==> src/rtl/prio_rd_pkg.sv <==
package prio_rd_pkg;

  // strobes handed from control to datapath each cycle
  typedef struct packed {
    logic issue;  // perform a read this cycle
    logic lock;   // latch a new queue address
  } rd_strb_t;

endpackage

==> src/rtl/prio_rd_ctrl.sv <==
module prio_rd_ctrl #(
  parameter int NQ = 8,
  parameter int QW = 3
) (
  input  logic                    clk,
  input  logic                    rstN,
  input  logic [NQ-1:0]           qEmpty,
  input  logic [NQ-1:0]           qAlmostEmpty,
  output prio_rd_pkg::rd_strb_t   strb,
  output logic [QW-1:0]           selQ
);

  logic [QW-1:0] lockedQ;
  logic          lockedValid;
  logic          anyQ;
  logic          firmHit;
  logic [QW-1:0] firmQ;
  logic [QW-1:0] anyIdx;

  // scan from the lowest priority upward so the lowest index wins
  always_comb begin
    anyQ    = 1'b0;
    firmHit = 1'b0;
    firmQ   = '0;
    anyIdx  = '0;
    for (int i = NQ - 1; i >= 0; i--) begin
      if (!qEmpty[i]) begin
        anyQ   = 1'b1;
        anyIdx = QW'(i);
        if (!qAlmostEmpty[i]) begin
          firmHit = 1'b1;
          firmQ   = QW'(i);
        end
      end
    end
    selQ       = firmHit ? firmQ : anyIdx;
    strb.issue = anyQ;
    strb.lock  = anyQ && (!lockedValid || (lockedQ != selQ));
  end

  always_ff @(posedge clk) begin
    if (!rstN) begin
      lockedQ     <= '0;
      lockedValid <= 1'b0;
    end else if (strb.lock) begin
      lockedQ     <= selQ;
      lockedValid <= 1'b1;
    end
  end


  pick_nonempty_chk: assert property (@(posedge clk) disable iff (!rstN)
    strb.issue |-> !qEmpty[selQ]);


  idle_no_read_chk: assert property (@(posedge clk) disable iff (!rstN)
    (&qEmpty) |-> (!strb.issue && !strb.lock));


  fallback_only_chk: assert property (@(posedge clk) disable iff (!rstN)
    (strb.issue && qAlmostEmpty[selQ]) |-> ((~qEmpty & ~qAlmostEmpty) == '0));

endmodule

==> src/rtl/prio_rd_dpath.sv <==
module prio_rd_dpath #(
  parameter int QW  = 3,
  parameter int LAT = 3
) (
  input  logic                  clk,
  input  logic                  rstN,
  input  prio_rd_pkg::rd_strb_t strb,
  input  logic [QW-1:0]         selQ,
  output logic [QW-1:0]         rdAddr,
  output logic                  rdAddrLock,
  output logic                  rdEn,
  output logic                  dataValid,
  output logic [QW-1:0]         dataTag
);

  localparam int LastStage = LAT - 1;

  logic [LAT-1:0]         pipeV;
  logic [LAT-1:0][QW-1:0] pipeT;

  always_ff @(posedge clk) begin
    if (!rstN) begin
      rdAddr     <= '0;
      rdAddrLock <= 1'b0;
      rdEn       <= 1'b0;
    end else begin
      rdEn       <= strb.issue;
      rdAddrLock <= strb.lock;
      if (strb.lock) rdAddr <= selQ;
    end
  end

  // return pipeline that matches the FIFO read latency
  always_ff @(posedge clk) begin
    if (!rstN) begin
      pipeV <= '0;
      pipeT <= '0;
    end else begin
      for (int k = LastStage; k > 0; k--) begin
        pipeV[k] <= pipeV[k-1];
        pipeT[k] <= pipeT[k-1];
      end
      pipeV[0] <= rdEn;
      pipeT[0] <= rdAddr;
    end
  end

  assign dataValid = pipeV[LastStage];
  assign dataTag   = pipeT[LastStage];


  addr_hold_chk: assert property (@(posedge clk) disable iff (!rstN)
    (rdAddr != $past(rdAddr)) |-> rdAddrLock);


  lock_with_read_chk: assert property (@(posedge clk) disable iff (!rstN)
    rdAddrLock |-> rdEn);

  generate
    if (LAT == 3) begin : g_lag3

      valid_lag_chk: assert property (@(posedge clk) disable iff (!rstN)
        dataValid == $past(rdEn, 3));
    end else if (LAT == 1) begin : g_lag1

      valid_lag1_chk: assert property (@(posedge clk) disable iff (!rstN)
        dataValid == $past(rdEn));
    end
  endgenerate

endmodule

==> src/rtl/prio_rd_sched.sv <==
module prio_rd_sched #(
  parameter int NQ  = 8,
  parameter int LAT = 3,
  localparam int QW = (NQ > 1) ? $clog2(NQ) : 1
) (
  input  logic          clk,
  input  logic          rstN,
  input  logic [NQ-1:0] qEmpty,
  input  logic [NQ-1:0] qAlmostEmpty,
  output logic [QW-1:0] rdAddr,
  output logic          rdAddrLock,
  output logic          rdEn,
  output logic          dataValid,
  output logic [QW-1:0] dataTag
);

  prio_rd_pkg::rd_strb_t strb;
  logic [QW-1:0]         selQ;

  prio_rd_ctrl #(.NQ(NQ), .QW(QW)) ctrl_i (
    .clk          (clk),
    .rstN         (rstN),
    .qEmpty       (qEmpty),
    .qAlmostEmpty (qAlmostEmpty),
    .strb         (strb),
    .selQ         (selQ)
  );

  prio_rd_dpath #(.QW(QW), .LAT(LAT)) dpath_i (
    .clk        (clk),
    .rstN       (rstN),
    .strb       (strb),
    .selQ       (selQ),
    .rdAddr     (rdAddr),
    .rdAddrLock (rdAddrLock),
    .rdEn       (rdEn),
    .dataValid  (dataValid),
    .dataTag    (dataTag)
  );

endmodule

==> config.mk <==
export PLATFORM = sky130hd
export DESIGN_NAME = prio_rd_sched
export DESIGN_NICKNAME = d
export VERILOG_FILES = /design/src/rtl/prio_rd_pkg.sv /design/src/rtl/prio_rd_ctrl.sv /design/src/rtl/prio_rd_dpath.sv /design/src/rtl/prio_rd_sched.sv
export SDC_FILE = /design/constraint.sdc
export NUM_CORES = 1
export LEC_CHECK = 0
export BUFFER_PORTS_ARGS = -buffer_cell sky130_fd_sc_hd__buf_2
export CAP_MARGIN = 40
export CELL_PAD_IN_SITES_DETAIL_PLACEMENT = 2
export CELL_PAD_IN_SITES_GLOBAL_PLACEMENT = 2
export CORE_ASPECT_RATIO = 2
export CORE_UTILIZATION = 31
export CTS_CLUSTER_SIZE = 12
export DETAILED_ROUTE_END_ITERATION = 16
export PLACE_DENSITY_LB_ADDON = 0.08
export SLEW_MARGIN = 20
export SYNTH_ARGS = -nofsm -noshare
export SYNTH_HDL_FRONTEND = slang
export SYNTH_HIERARCHICAL = 1
export SYNTH_SLANG_ARGS = --single-unit
==> constraint.sdc <==
create_clock -name clk -period 2.7 [get_ports clk]
set_input_delay 0 -clock clk [delete_from_list [all_inputs] [get_ports clk]]
set_output_delay 0 -clock clk [all_outputs]
set_load 0.1 [all_outputs]
[Word level (Yosys, flattened, before mapping)]
Cells that the tools add are included.
Operators by class
  mux-type cells: 49
  equality and inequality tests: 1
  reduce and logical (&&, ||, !) cells: 3
Operators with widths (number)
  3-bit two-way mux: 25
  1-bit two-way mux: 24
  3-bit != test: 1
  1-bit logical AND: 1
  1-bit zero test: 1
  1-bit logical OR: 1
Storage, ports and cells
  logic and storage cells: 61
  bits of input ports: 18
  register bits after elaboration: 18
  output and inout port bits: 9

[Depth between registers and ports, before layout]
Gate-level depths: netlist (run 1).
  word-level depth: 20
  gate-level depth with buffers: 8
  gate-level depth less buffers: 8

[By module]
Netlist (run 1), hierarchy kept.
By module, submodules not included
  prio_rd_dpath: sequential area each 340.3 sq um, instances 1, area each 508.0 sq um, cells each 41
  prio_rd_ctrl: sequential area each 80.1 sq um, instances 1, area each 389.1 sq um, cells each 52

[Least setup slack after synthesis (run 1)]
OpenSTA, ideal clock, no wires.
  path kind: input-to-reg
  start: input qAlmostEmpty[3]
  end: register dpath_i.rdAddr[0]
  setup slack: 1.325 ns
  stages on the path: 8
  arrival: 1.255 ns
  buffers on the path: 0
  data required time: 2.580 ns
  library setup time: 0.120 ns
  cells stage by stage: o22ai_1 nor2_1 a21boi_4 xnor2_1 nand2_1 o31a_1 mux2i_1 nor2b_1
RTL lines
  start, declared: RTL line prio_rd_sched.sv:9  | input logic [NQ-1:0] qAlmostEmpty,
  end signal, assigned: RTL line prio_rd_dpath.sv:29  | if (strb.lock) rdAddr <= selQ;
  end, declared: RTL line prio_rd_dpath.sv:9  | output logic [QW-1:0] rdAddr,

==> flow_summary.ini, run 1 <==
[setup_path]
crit_path_end_kind = register
max_stage_delay_ns = 0.37
required_ns = 2.84
worstPathArrival_ns = 1.66
cp_top_family = compound AO/OA/AOI/OAI gates
crit_chain = buf_2, nand4_1, a41o_1, a21boi_4, xnor2_1, nand2_1, o31a_1, mux2i_1, nor2b_1
cpMaxStageDelayCell = o31a_1
path_buf_inv = 1
critical_path.max_fanout = 6
worstSetupPathType = input port to register
start_kind = input port

[drt]
drt_pre_antenna_iters = 2
via_per_inst = 5.102
drc = 0
ant_nets = 0
wl_per_cell_um = 15.27
drtIter0Drc = 2
vias = 750
wl_um = 2245

[cts]
holdBufCountCts = 0
cts_resized = 0
cts_buffer_depth = 2
path_clk_slew_ns = 0.07
cts_sinks = 21
postCtsSetupRepairBufs = 0
clkLatencyLatePin_ns = 0.25
cts-htree-levels = 1
cts_tree = yes
cts_root_buffer = clkbuf_8
cts_buffers = 3

[sta]
fin_crit_ns = 1.524
fmax_ghz = 0.6560
worst_pin_slew_ns = 0.4863
max-slew-margin-rel_pct = 67.80
maxSlewViolCount = 0
setup_viol = 0
hold_viol = 0
holdWs_ns = 0.1409
skew_ns = 0.001712
fin_crit_sh_pct = 56.46
rsz0062_at_grt = false
tns_ns = 0

[worst_hold_path]
hp-class = input port to register

[synthesis]
ys_warn_count = 6
synthCells = 93
ys_top_cells_by_count = dfxtp_1 (21), and2_1 (13), nor2_1 (7)
async_reset_ff_share_pct = 0
synth_seq_cells = 21
ys_seq_area_share_pct = 46.86
yosysMostFrequentCell = dfxtp_1
netlist_top_cells_area = dfxtp_1 (47%), and2_1 (9.1%), mux2i_1 (4.5%), buf_4 (4.2%), nor2_1 (2.9%)
synth_top_area_cell = dfxtp_1
synth_top_area_share_pct = 46.86
ys.flop_type = dfxtp_1
syn_area_um2 = 897.1
synth_edf_count = 0
yosysUniqueCellTypes = 29
post_synth.cell_area_avg_um2 = 9.646
synth_nets = 111

[pwr]
powerDensity_nw_per_um2 = 644.7
ir_drop_v = 0.0001966
leakage_uw = 0.0004868

[job]
cap_violations = 0

[floorplanning]
die_w_um = 40.04
floorplan.initialDensity_pct = 32.78
io_pins = 27
row_count = 27
die_y_um = 78.08
dieArea_um2 = 3126
fp.coreArea_um2 = 2736

[global_route]
grt_pass1_wl_um = 3512
grt_pass1_vias = 880
antenna_found_initial = 0
grt_start_max_net_pins = 23
overflow = 0
grt_usage_pct = 16.37

[cells_and_area]
nFillCells = 309
area.sequential_um2 = 420.4
multi_input_area_um2 = 424.2
area_growth_pct = 19.39
insertedDiodeCount = 0
drive_above_1_share_pct = 28.81
nets = 137
instances_no_fill = 147

[placement]
dp_hpwl_um = 1871
dp.cells = 143
place.gp.congestion = 0.7489
port_buffers = 26

[outcome]
outcome = finished clean
-- cells in the final DEF, fill, tap and decap left out, drive strengths merged --
master,Yosys,final
nand2b,1,1
o21a,1,1
nor2b,4,4
nand2,6,6
xnor2,2,2
o21ai,2,2
nor2,7,7
o31a,1,1
a41o,1,1
o32ai,2,2
a21boi,2,2
dfxtp,21,21
inv,4,4
a21oi,3,3
clkbuf,0,4
o21bai,1,1
a31oi,2,2
nor3,1,1
o22ai,5,5
nand4,2,2
mux2i,4,4
buf,5,26
xor2,1,1
nand3,1,1
and2,14,14
-- logic make-up after synthesis --
logic type                count (synthesis)  synth area share, %
xor gates and xnor gates                  3                2.929
muxes                                     4                4.463
DFF                                      21                46.86
and+or+nand+nor                          36                21.62
AOI/OAI and AO/OA                        20                18.27
buffers and inverters                     9                5.858
-- routing by layer --
metal | GRT usage [%] | up-vias | wire length, µm
li1 | - | 366 | -
met1 | 10.87 | 364 | 679
met2 | 35.65 | 18 | 1483
met3 | 0.8475 | 2 | 52
met4 | 7.241 | 0 | 29
met5 | 0 | - | 0
-- worst register-to-register path: cells and delay by family, from the launching register on --
kind | cells | cell delay, ns
compound gates | 1 | 0.37
simple gates | 2 | 0.16
mux | 1 | 0.23
flops | 1 | 0.32
xor+xnor | 1 | 0.16
-- registers in the layout, summed over array words and instances (netlist names) --
| name | flops |
|---|---|
| dpath_i/pipeT | 6 |
| ctrl_i/lockedValid | 1 |
| ctrl_i/lockedQ | 3 |
| dpath_i/dataTag | 3 |
| dpath_i/rdAddrLock | 1 |
| dpath_i/pipeV | 3 |
| dpath_i/rdEn | 1 |
| dpath_i/rdAddr | 3 |
-- power by group --
part           internal [µW]  switching, µW  leakage, µW
Clock                    105           90.6    0.0000228
Sequential               327           8.59     0.000172
Combinational           49.1            110     0.000292
-- final cells by class --
class	instances	share of cell area, %
multi-input cells	63	39.60
clock buffers	4	4.206
well taps	29	3.388
inverters	4	1.402
repair buffers	26	12.15
flip-flops and latches	21	39.25
-- path summary, 6_finish.rpt --
| kind | startpoint | endpoint | slack [ns] | cells after the start |
|---|---|---|---|---|
| worst min-delay path | rstN | ctrl_i/lockedValid | 0.14 | 2 |
| worst min register to register | dpath_i/pipeT[0] | dpath_i/pipeT[3] | 0.44 | 1 |
| worst max register to register | ctrl_i/lockedQ[2] | dpath_i/rdAddr[0] | 1.34 | 5 |
| worst max-delay path | qEmpty[2] | dpath_i/rdAddr[0] | 1.18 | 9 |
-- per-stage QoR --
step	utilization, %	power, µW	setup slack [ns]	area [µm²]
after floorplan	-	458.5	1.325	897.1
after global placement	37.49	500.1	0.9220	1026
after detailed placement	37.49	503.6	0.9245	1026
after CTS	39.14	699.8	1.143	1071
after global routing	39.14	719.3	1.101	1071
final	39.14	690.5	1.176	1071
Note: power is estimated with default switching activity, not from simulation.
==> inputs of run 2 (changes only) <==
--- a/config.mk
+++ b/config.mk
@@ -10,7 +10,7 @@
 export CELL_PAD_IN_SITES_DETAIL_PLACEMENT = 2
 export CELL_PAD_IN_SITES_GLOBAL_PLACEMENT = 2
 export CORE_ASPECT_RATIO = 2
-export CORE_UTILIZATION = 31
+export CORE_UTILIZATION = 29
 export CTS_CLUSTER_SIZE = 12
 export DETAILED_ROUTE_END_ITERATION = 16
 export PLACE_DENSITY_LB_ADDON = 0.08
==> constraint.sdc (replaced) <==
create_clock -name clk -period 1.41 [get_ports clk]
set_input_delay 0 -clock clk [delete_from_list [all_inputs] [get_ports clk]]
set_output_delay 0 -clock clk [all_outputs]
set_load 0.1 [all_outputs]
==> run 2 against run 1 <==
  * Count of clock-buffer cells in the layout stayed put
  * Die area rose by 6.6%
  * Critical endpoint is now dpath_i/rdAddr[2]
  * The flow now finishes with violations (setup timing)
  * Non-clock buffer count increased by 19
  * Highest routed layer unchanged
  * Largest power group unchanged
  * Final cell count grew 14%
  * Combinational power grew to 2.6 times the previous value
  * Final area up 28%
  * Wire length up 10%
  * Sequential cell count stayed put
  * Worst setup slack got worse by 1.2 ns
==> flow_summary.ini, run 2 (synthesis results as in run 1) <==
[cells_and_area]
post-route-util_pct = 46.60
mostFrequentLayoutCells = buf_4 (22), dfxtp_1 (21), buf_2 (16)
insertedDiodeCount = 0
nFillCells = 322
area_growth_pct = 52.86
largest_register_ffs = 6
area.sequential_um2 = 420.4
top_register = dpath_i/pipeT
layout_commonest_cell = buf_4
drive_above_1_share_pct = 45.99
nets = 156
multi_input_area_um2 = 505.5
final_area_um2 = 1371

[placement]
dpl_cell_area_um2 = 1132
port_buffers = 26
pre_cts_ws_ns = -0.4676
dp_hpwl_um = 1960
place.gp.congestion = 0.6929

[pwr]
leakage_uw = 0.0006299
total_power_uw = 1441
powerDensity_nw_per_um2 = 1051
ir_drop_v = 0.0003099

[sta]
skew_ns = 0.003349
setup_viol = 1
hold_viol = 0
maxSlewViolCount = 0
fin_crit_ns = 1.413
fin_crit_sh_pct = 100.2
tns_ns = -0.002544
fmax_ghz = 0.7079
worst_pin_slew_ns = 0.4892
rsz0062_at_grt = true
fin_ws_ns = -0.002544
max-slew-margin-rel_pct = 67.61

[global_route]
grt_pass1_vias = 892
grt_pass1_wl_um = 3905
grt_usage_pct = 17.83
grt_start_max_net_pins = 23
overflow = 0
antenna_found_initial = 0

[setup_path]
crit_chain = buf_2, o22ai_1, nor2_1, nand3_1, o22ai_2, xor2_1, o31a_1, mux2i_1, nor2b_1
critical_path.max_fanout = 5
crit_path_end_kind = register
worstPathArrival_ns = 1.56
path_buf_inv = 1
cp_top_family = compound AO/OA/AOI/OAI gates
required_ns = 1.56
start_kind = input port
cpMaxStageDelayCell = o31a_1
worstSetupPathType = input port to register
max_stage_delay_ns = 0.29

[drt]
wl_um = 2471
dr.max_layer_used = met4
ant_nets = 0
via_per_inst = 4.928
dr_wl_met2_um = 1562
drtIter0Drc = 2
drc = 0
met1_length_um = 781
drt_pre_antenna_iters = 2
wl_per_cell_um = 14.80
vias = 823
wl_met3_um = 61

[floorplanning]
io_pins = 27
die_w_um = 41.33
row_count = 28
floorplan.initialDensity_pct = 30.48
die_y_um = 80.66
dieArea_um2 = 3333
fp.coreArea_um2 = 2943

[outcome]
violations = setup timing
outcome = complete, but fails checks

[cts]
holdBufCountCts = 0
cts_sinks = 21
cts_buffer_depth = 2
clkLatencyLatePin_ns = 0.26
cts-htree-levels = 1
path_clk_slew_ns = 0.07
cts_buffers = 3
cts_tree = yes
cts_root_buffer = clkbuf_8

[worst_hold_path]
hp-class = input port to register

[job]
cap_violations = 0
## run 2: cell type report
| class | instances | area share [%] |
|---|---|---|
| timing repair buffer | 45 | 25.36 |
| inverter | 4 | 1.095 |
| tap | 30 | 2.737 |
| clock buffer | 4 | 3.285 |
| sequential | 21 | 30.66 |
| multi-input combinational | 63 | 36.86 |
## run 2: where the power goes
group,total [µW],internal (µW),switching [µW]
clock network,388,201,187
registers,643,626,16.1
logic,410,171,239
## run 2: path summary, 6_finish.rpt
kind	cells after the start	end	start	slack [ns]
worst max-delay path	9	dpath_i/rdAddr[2]	qAlmostEmpty[3]	-0.003
worst min-delay path	2	ctrl_i/lockedValid	rstN	0.13
worst max register to register	5	dpath_i/rdAddr[2]	ctrl_i/lockedQ[2]	0.07
worst min register to register	1	dpath_i/dataTag[2]	dpath_i/pipeT[5]	0.44
## run 2: metal layers
metal | vias to the layer above | GRT usage, %
li1 | 401 | -
met1 | 395 | 15.38
met2 | 22 | 34.38
met3 | 5 | 0.8287
met4 | 0 | 10.65
met5 | - | 0
## run 2: timing repair
item | CTS | global route
setup buffers | 2 | 3
gates resized for setup | 26 | 8
pin swaps | 12 | 7
endpoints found under the setup margin | 4 | 4
## run 2: per-stage QoR
step / hold WS [ns] / instances
6_report: 0.1302 / 167
4_1_cts: 0.1329 / 164
5_1_grt: 0.1431 / 167
3_5_place_dp: 0.4132 / 158
3_3_place_gp: 0.3925 / 158
2_1_floorplan: 0.1175 / 93
==> inputs of run 3 (changes only) <==
--- a/config.mk
+++ b/config.mk
@@ -9,10 +9,10 @@
 export CAP_MARGIN = 40
 export CELL_PAD_IN_SITES_DETAIL_PLACEMENT = 2
 export CELL_PAD_IN_SITES_GLOBAL_PLACEMENT = 2
-export CORE_ASPECT_RATIO = 2
-export CORE_UTILIZATION = 29
+export CORE_UTILIZATION = 31
 export CTS_CLUSTER_SIZE = 12
 export DETAILED_ROUTE_END_ITERATION = 16
+export GPL_TIMING_DRIVEN = 0
 export PLACE_DENSITY_LB_ADDON = 0.08
 export SLEW_MARGIN = 20
 export SYNTH_ARGS = -nofsm -noshare
==> constraint.sdc (replaced) <==
create_clock -name clk -period 1.7 [get_ports clk]
set_input_delay 0 -clock clk [delete_from_list [all_inputs] [get_ports clk]]
set_output_delay 0 -clock clk [all_outputs]
set_load 0.1 [all_outputs]
==> run 3 against run 2 <==
  * The flow now finishes without violations
  * Non-clock buffer count decreased by 14
  * Clock skew decreased by 0.00096 ns
  * Global-route usage decreased by 3.9 points
  * Sequential cell count unchanged
  * Register-to-register slack improved by 0.33 ns
  * Sequential share of layout area increased by 7.8 points
  * Critical path type unchanged
  * Largest cell class unchanged
==> flow_summary.ini, run 3 (synthesis results as in run 1) <==
[worst_hold_path]
hp-class = input port to register
hp-start = rstN
hold_depth = 2

[sta]
setup_viol = 0
skew_ns = 0.002393
worst_pin_slew_ns = 0.4874
fin_crit_ns = 1.404
max-slew-margin-rel_pct = 67.73
tns_ns = 0
hold_viol = 0
fin_crit_sh_pct = 82.56
holdWs_ns = 0.01441
rsz0062_at_grt = false
fmax_ghz = 0.7125
maxSlewViolCount = 0

[setup_path]
worstPathArrival_ns = 1.61
rr_startpoint = ctrl_i/lockedQ[2]
crit_path_end_kind = register
r2r_cells = 5
start_kind = input port
cp-startpoint = qEmpty[0]
critical_path.max_fanout = 6
cp_top_family = compound AO/OA/AOI/OAI gates
required_ns = 1.90
cp.depth = 9
worstSetupPathType = input port to register
cpMaxStageDelayCell = o31a_1
crit_chain = buf_2, nand4_1, nand2b_1, a21oi_1, o21bai_4, xnor2_1, o31a_1, mux2i_1, nor2b_1
max_stage_delay_ns = 0.34
path_buf_inv = 1

[cells_and_area]
insertedDiodeCount = 0
largest_register_ffs = 6
nFillCells = 324
instances_no_fill = 154
area_growth_pct = 21.90
drive_above_1_share_pct = 32.52
top_register = dpath_i/pipeT
nets = 142
final_area_um2 = 1094
area.sequential_um2 = 420.4
mostFrequentLayoutCells = buf_2 (26), dfxtp_1 (21), and2_1 (13)
multi_input_area_um2 = 424.2
layout_commonest_cell = buf_2

[floorplanning]
io_pins = 27
die_w_um = 55.80
die_y_um = 55.80
row_count = 19
dieArea_um2 = 3113
fp.coreArea_um2 = 2758
floorplan.initialDensity_pct = 32.53

[cts]
cts_resized = 0
holdBufCountCts = 0
cts_sinks = 21
cts_root_buffer = clkbuf_4
postCtsSetupRepairBufs = 0
clkLatencyLatePin_ns = 0.30
cts-htree-levels = 1
cts_buffers = 3
cts_buffer_depth = 2
path_clk_slew_ns = 0.12
cts_tree = yes

[drt]
drt_pre_antenna_iters = 2
via_per_inst = 4.844
drtIter0Drc = 9
wl_per_cell_um = 12.17
ant_nets = 0
drc = 0
vias = 746
wl_um = 1874

[placement]
dp.cells = 150
dp_hpwl_um = 1554
dpl_cell_area_um2 = 1066
place.gp.congestion = 0.7687
port_buffers = 26

[global_route]
grt_pass1_vias = 785
grt_start_max_net_pins = 14
grt_usage_pct = 13.88
overflow = 0
grt_pass1_wl_um = 3415
antenna_found_initial = 0

[outcome]
outcome = finished clean

[pwr]
ir_drop_v = 0.0006046
powerDensity_nw_per_um2 = 931.5
leakage_uw = 0.0005070

[job]
cap_violations = 0
[run 3: cell count changes in the layout (fill, tap and decap cells not counted), sizes merged]
| cell | change |
|---|---|
| buf | -14 |
| clkbuf | -1 |
| clkinv | +1 |
[run 3: layout make-up]
type / instances / area share (%)
plain buffers: 5 / 3.432
clock inverters: 1 / 0.4577
well taps: 31 / 3.547
repair buffers: 26 / 11.90
multi-input cells: 63 / 38.79
flip-flops and latches: 21 / 38.44
inverters: 4 / 1.373
clock buffers: 3 / 2.059
[run 3: final timing paths]
path / endpoint / slack (ns)
min: ctrl_i/lockedValid / 0.01
max reg2reg: dpath_i/rdAddr[1] / 0.40
min reg2reg: dpath_i/dataTag[0] / 0.45
max: dpath_i/rdAddr[1] / 0.30
[run 3: routing by layer]
metal	vias to the layer above	part of all wire (%)	GRT usage, %
met4	0	0.43	3.214
met1	357	44	15.77
met5	-	0	0
met3	2	3.3	4.419
met2	11	52	25.13
li1	376	-	-
[run 3: power by group]
| part | switching, µW | internal, µW |
|---|---|---|
| Clock | 148 | 87.6 |
| Combinational | 171 | 80.9 |
| Sequential | 11.4 | 520 |
| Total | 330 | 688 |
[run 3: per-stage QoR]
step                utilization, %  worst slack, ns  power, µW
floorplan                        -           0.3251      728.2
global placement             38.66         -0.01435      791.7
detailed placement           38.66         -0.01590      797.6
CTS                          39.66           0.3022       1040
global route                 39.66           0.1957       1075
finish                       39.66           0.2964       1019
